File: config.mk
export PLATFORM = sky130hd
export DESIGN_NAME = can_bit_destuffer
export DESIGN_NICKNAME = d
export VERILOG_FILES = /design/src/rtl/can_samp_pkg.sv /design/src/rtl/can_bit_timer.sv /design/src/rtl/can_stuff_window.sv /design/src/rtl/can_bit_destuffer.sv
export SDC_FILE = /design/constraint.sdc
export NUM_CORES = 1
export LEC_CHECK = 0
export BUFFER_PORTS_ARGS = -buffer_cell sky130_fd_sc_hd__buf_2
export CORE_ASPECT_RATIO = 2
export CORE_MARGIN = 2
export CORE_UTILIZATION = 25
export CTS_CLUSTER_SIZE = 40
export DETAILED_ROUTE_END_ITERATION = 10
export PLACE_DENSITY = 0.51
export SLEW_MARGIN = 20
export SYNTH_ARGS = -nofsm -noshare
export SYNTH_HDL_FRONTEND = slang
export SYNTH_HIERARCHICAL = 1
export SYNTH_SLANG_ARGS = --single-unit
File: constraint.sdc
create_clock -name clk -period 1.95 [get_ports clk]
set_input_delay 0.2925 -clock clk [delete_from_list [all_inputs] [get_ports clk]]
set_output_delay 0.2925 -clock clk [all_outputs]
set_load 0.03 [all_outputs]
File: src/rtl/can_samp_pkg.sv
`timescale 1ns/1ps
package can_samp_pkg;
  typedef enum logic {
    ST_IDLE = 1'b0,
    ST_RUN  = 1'b1
  } samp_state_t;

  // raw bits that must precede a bit before the stuff rule applies
  localparam int STUFF_RUN = 5;
endpackage

File: src/rtl/can_bit_timer.sv
`timescale 1ns/1ps
module can_bit_timer #(
  parameter int BIT_CLKS = 50,
  parameter int SAMP_OFS = 35
) (
  input  logic clk,
  input  logic rst_n,
  input  logic start,
  input  logic clear,
  output logic sample_tick
);
  localparam int PH_W = (BIT_CLKS > 2) ? $clog2(BIT_CLKS) : 1;
  localparam logic [PH_W-1:0] PH_LAST  = PH_W'(BIT_CLKS - 1);
  localparam logic [PH_W-1:0] PH_SAMP  = PH_W'(SAMP_OFS);
  localparam logic [PH_W-1:0] PH_FIRST = PH_W'(1);

  logic [PH_W-1:0] phase;
  logic            running;

  // phase equals (edge - reference edge) mod BIT_CLKS while running
  always_ff @(posedge clk) begin
    if (!rst_n || clear) begin
      phase   <= '0;
      running <= 1'b0;
    end else if (start) begin
      phase   <= PH_FIRST;
      running <= 1'b1;
    end else if (running) begin
      phase <= (phase == PH_LAST) ? '0 : phase + PH_FIRST;
    end
  end

  assign sample_tick = running && (phase == PH_SAMP);
endmodule

File: src/rtl/can_stuff_window.sv
`timescale 1ns/1ps
module can_stuff_window
  import can_samp_pkg::*;
(
  input  logic clk,
  input  logic rst_n,
  input  logic clear,
  input  logic shift,
  input  logic raw_bit,
  input  logic enable,
  output logic is_stuff
);
  localparam int CNT_W = $clog2(STUFF_RUN + 1);
  localparam logic [CNT_W-1:0] CNT_FULL = CNT_W'(STUFF_RUN);

  logic [STUFF_RUN-1:0] hist;      // previous raw bits, newest in bit 0
  logic [CNT_W-1:0]     raw_seen;  // raw bits sampled so far, saturating
  logic [STUFF_RUN:0]   window;

  assign window = {hist, raw_bit};

  always_comb begin
    is_stuff = 1'b0;
    if (enable && raw_seen == CNT_FULL) begin
      is_stuff = (window == {{STUFF_RUN{1'b0}}, 1'b1}) ||
                 (window == {{STUFF_RUN{1'b1}}, 1'b0});
    end
  end

  always_ff @(posedge clk) begin
    if (!rst_n || clear) begin
      hist     <= '0;
      raw_seen <= '0;
    end else if (shift) begin
      hist <= {hist[STUFF_RUN-2:0], raw_bit};
      if (raw_seen != CNT_FULL) raw_seen <= raw_seen + CNT_W'(1);
    end
  end
endmodule

File: src/rtl/can_bit_destuffer.sv
`timescale 1ns/1ps
module can_bit_destuffer
  import can_samp_pkg::*;
#(
  parameter int CLK_PER_BIT = 50,
  parameter int SAMPLE_PCT  = 70,
  parameter int IDX_W       = 8
) (
  input  logic             clk,
  input  logic             rst_n,
  input  logic             rx_sync,
  input  logic             destuff_off,
  input  logic             frame_end,
  output logic             bit_valid,
  output logic             bit_value,
  output logic [IDX_W-1:0] bit_index,
  output logic             sof_pulse,
  output logic             sof_err
);
  localparam int OFS_RAW = (CLK_PER_BIT * SAMPLE_PCT) / 100;
  localparam int OFS_EFF = (OFS_RAW < 1) ? 1 :
                           (OFS_RAW > CLK_PER_BIT - 1) ? CLK_PER_BIT - 1 : OFS_RAW;

  samp_state_t      state;
  logic [IDX_W-1:0] idx_cnt;
  logic             start;
  logic             tick;
  logic             stuff_hit;

  assign start = (state == ST_IDLE) && !rx_sync && !frame_end;

  can_bit_timer #(
    .BIT_CLKS (CLK_PER_BIT),
    .SAMP_OFS (OFS_EFF)
  ) u_timer (
    .clk         (clk),
    .rst_n       (rst_n),
    .start       (start),
    .clear       (frame_end),
    .sample_tick (tick)
  );

  can_stuff_window u_window (
    .clk      (clk),
    .rst_n    (rst_n),
    .clear    (frame_end || start),
    .shift    (tick && !frame_end),
    .raw_bit  (rx_sync),
    .enable   (!destuff_off),
    .is_stuff (stuff_hit)
  );

  always_ff @(posedge clk) begin
    if (!rst_n || frame_end) begin
      state     <= ST_IDLE;
      idx_cnt   <= '0;
      bit_valid <= 1'b0;
      bit_value <= 1'b0;
      bit_index <= '0;
      sof_pulse <= 1'b0;
      sof_err   <= 1'b0;
    end else begin
      bit_valid <= 1'b0;
      sof_pulse <= 1'b0;
      sof_err   <= 1'b0;
      case (state)
        ST_IDLE: if (start) state <= ST_RUN;
        ST_RUN: begin
          if (tick && !stuff_hit) begin
            bit_valid <= 1'b1;
            bit_value <= rx_sync;
            bit_index <= idx_cnt;
            sof_pulse <= (idx_cnt == '0);
            sof_err   <= (idx_cnt == '0) && rx_sync;
            idx_cnt   <= idx_cnt + IDX_W'(1);
          end
        end
        default: state <= ST_IDLE;
      endcase
    end
  end
endmodule

==> metrics.md <==
| Metric | Value |
|---|---|
| Die height | `117 um` |
| Min Clock Period, post-route | `1830 ps` |
| Number of synthesized flops with an enable pin | `0` |
| Crit path depth | `5` |
| # rows | `41` |
| Slew Limit Headroom | `52.9%` |
| Count of cell types in the netlist | `36` |
| Vias in the first global route | `1288` |
| Compound-gate portion of the synthesized area | `14.7%` |
| Sum of negative setup slack | `0 ps` |
| Final Hold Fails | `0` |
| DR WL/cell | `11.7 um` |
| Fillers | `689` |
| Sequential-to-total area share from yosys stat | `45.1%` |
| Final Util | `32.2%` |
| Setup WS pre-CTS | `-68.6 ps` |
| Critical Path Max Stage Delay | `520 ps` |
| Asr flop ratio synth | `0%` |
| Largest net degree at the start of global routing | `18` |
| Simple-gate share of the synthesized area | `25.4%` |
| Max-cap viol count | `0` |
| Worst Skew | `2.34 ps` |
| Die footprint | `7080 um^2` |
| Clk buf depth | `2` |
| #FFs+latches synth | `36` |
| Synth Area in XOR/XNOR | `2.19%` |
| CTS root buf | `clkbuf_16` |
| Synth warn | `6` |
| RSZ-0062 raised after global routing | `no` |
| Worst-Margin Slew | `707 ps` |
| Cells along the critical path | `or3b_4 > nor3_4 > nand4b_4 > or4_1 > a21oi_1` |
| Mux cell area share after synthesis | `3.13%` |
| Non-Filler Instances | `299` |
| Area occupied by multi-input gates | `821 um^2` |
| First-pass GRT wire length | `5.71 mm` |
| WL final | `3.50 mm` |
| Clk_lat worst skew | `280 ps` |
| Leak pwr | `0.759 nW` |
| Cells after DPL | `290` |
| Htree depth | `2` |
| Share of cells above drive strength 1 | `22.1%` |
| Power per cell area | `781 nW/um^2` |
| Crit path buffers/inverters | `0` |
| Iter 0 DRT Violations | `75` |
| Area after DPL | `1850 um^2` |
| CP required | `2150 ps` |
| Gr usage total | `11.0%` |
| Initial antenna violation count | `0` |
| Worst-path fanout max | `8` |
| Setup CP Type | `flip-flop to flip-flop` |
| CP max-delay cell | `or4_1` |
| Final Cell Area | `2020 um^2` |
| Hold depth | `3` |
| Port bufs | `16` |
| Top_reg_cell synth | `dfxtp_1` |
| Total inserted antenna cells | `0` |
| Met1 wire length | `1.33 mm` |
| Largest family of logic cells by synthesized area | `simple AND/OR/NAND/NOR gates` |
| CP top delay family | `simple AND/OR/NAND/NOR gates` |
| WHS | `296 ps` |
| Remaining antenna violation count | `0` |
| TritonCTS clock tree | `yes` |
| CTS sink cnt | `36` |
| DP HPWL | `2.73 mm` |
| Die width | `60.5 um` |
| Crit share post-route | `94.0%` |
| IO Pins | `17` |
| Cts-stage hold buffer count | `0` |
| F_max | `0.545 GHz` |
| DR DRC count | `0` |
| R2R cell count | `5` |
| Synthesized area | `1600 um^2` |
| Most common cell after layout, fill and taps aside | `dfxtp_1` |
| CP Capture Type | `flip-flop` |
| Routed wl met2 | `1.95 mm` |
| Post-Syn Area per Cell | `8.77 um^2` |
| Status | `completed` |
| First-pass detailed-route iteration total | `4` |
| Vias per cell | `4.57` |
| Top sig layer | `met4` |
| Area delta synth->final | `26.4%` |
| Syn Nets | `193` |
| Initial Util | `25.5%` |
| Total Power | `1.58 mW` |
| Global route overflow | `0` |
| Post-Syn Instances | `182` |
| Setup violators final | `0` |
| Placer congestion estimate | `0.720` |
| Num CTS Buffers | `5` |
| Most frequent cells in the layout | `dfxtp_1, nand2_1, a21oi_1` |
| Setup ws final | `117 ps` |
| WP data arrival | `2030 ps` |
| WL met3 | `106 um` |
| CORE AREA | `6260 um^2` |
| Slew Viols, Final | `0` |
| Peak supply drop | `0.280 mV` |
| Sequential cell area | `722 um^2` |
| Worst hold path type | `primary input to flip-flop` |
| Post-synthesis adder-cell area fraction | `4.70%` |
| Reg clk slew, reported paths | `50 ps` |
| Nets | `223` |
| Via count | `1366` |
| CP Launch Type | `flip-flop` |
## worst reg2reg max path, delay by kind of cell, from the launching register on
kind,cells,cell delay [ps]
flops,1,320
simple gates,4,1290
compound gates,1,140
## cell type report
type                    instances  area share (%)
flip-flops and latches         36            35.8
well taps                      86            5.33
clock buffers                   6            6.88
multi-input cells             130            40.7
repair buffers                 30            9.18
inverters                       9            1.67
clock inverters                 2           0.496
## layer usage
metal | up-vias | GRT usage [%]
met1 | 652 | 10.7
li1 | 686 | -
met2 | 19 | 20.1
met3 | 9 | 1.76
met5 | - | 0
met4 | 0 | 7.39
## cell families (layout without fill, tap and decap cells)
family          Yosys count  after routing
buf+inv                  16             47
compound gates           37             37
simple gates             78             78
flops                    36             36
fa+ha+maj                 6              6
mux                       5              5
xor+xnor                  4              4
## flip-flops by register name (all words and copies together), names as in the netlist
| register | count |
|---|---|
| bit_index | 8 |
| bit_valid | 1 |
| bit_value | 1 |
| idx_cnt | 8 |
| sof_err | 1 |
| sof_pulse | 1 |
| state | 1 |
| u_timer/phase | 6 |
| u_timer/running | 1 |
| u_window/hist | 5 |
| u_window/raw_seen | 3 |
## where the power goes
part           switching [mW]  internal, mW
logic                  0.0256        0.0162
registers             0.00285         0.738
clock network           0.290         0.503
total                   0.319          1.26
## synth_stat cells, drive strengths merged, types with 2 or more instances
cell | instances | share of area (%)
nor2 | 13 | 3.1
mux2i | 5 | 3.1
buf | 2 | 1.4
o21ai | 7 | 2.2
inv | 9 | 2.1
nor3 | 4 | 1.3
o31ai | 3 | 2.3
nand2b | 3 | 1.2
or4 | 2 | 0.94
nor4 | 2 | 0.78
nand3 | 2 | 0.63
clkbuf | 5 | 1.2
a21oi | 22 | 6.9
dfxtp | 36 | 45
xor2 | 3 | 1.6
nor2b | 4 | 1.6
ha | 6 | 4.7
nand2 | 31 | 7.3
a21boi | 2 | 1.6
and4b | 2 | 1.3
nand3b | 2 | 0.94
or3 | 5 | 2.0
nand4 | 3 | 1.2
## path summary, 6_finish.rpt
| kind | slack, ps | from | to |
|---|---|---|---|
| max | 120 | u_timer/phase[5] | idx_cnt[6] |
| min | 300 | rx_sync | bit_value |
| max reg2reg | 120 | u_timer/phase[5] | idx_cnt[6] |
| min reg2reg | 460 | bit_index[0] | bit_index[0] |
## timing repair
item | in CTS | in global routing
setup buffers | 0 | 1
gates resized for setup | 2 | 1
endpoints found under the setup margin | 4 | 5
pin swaps | 0 | 3
(Power assumes the default switching activity.)
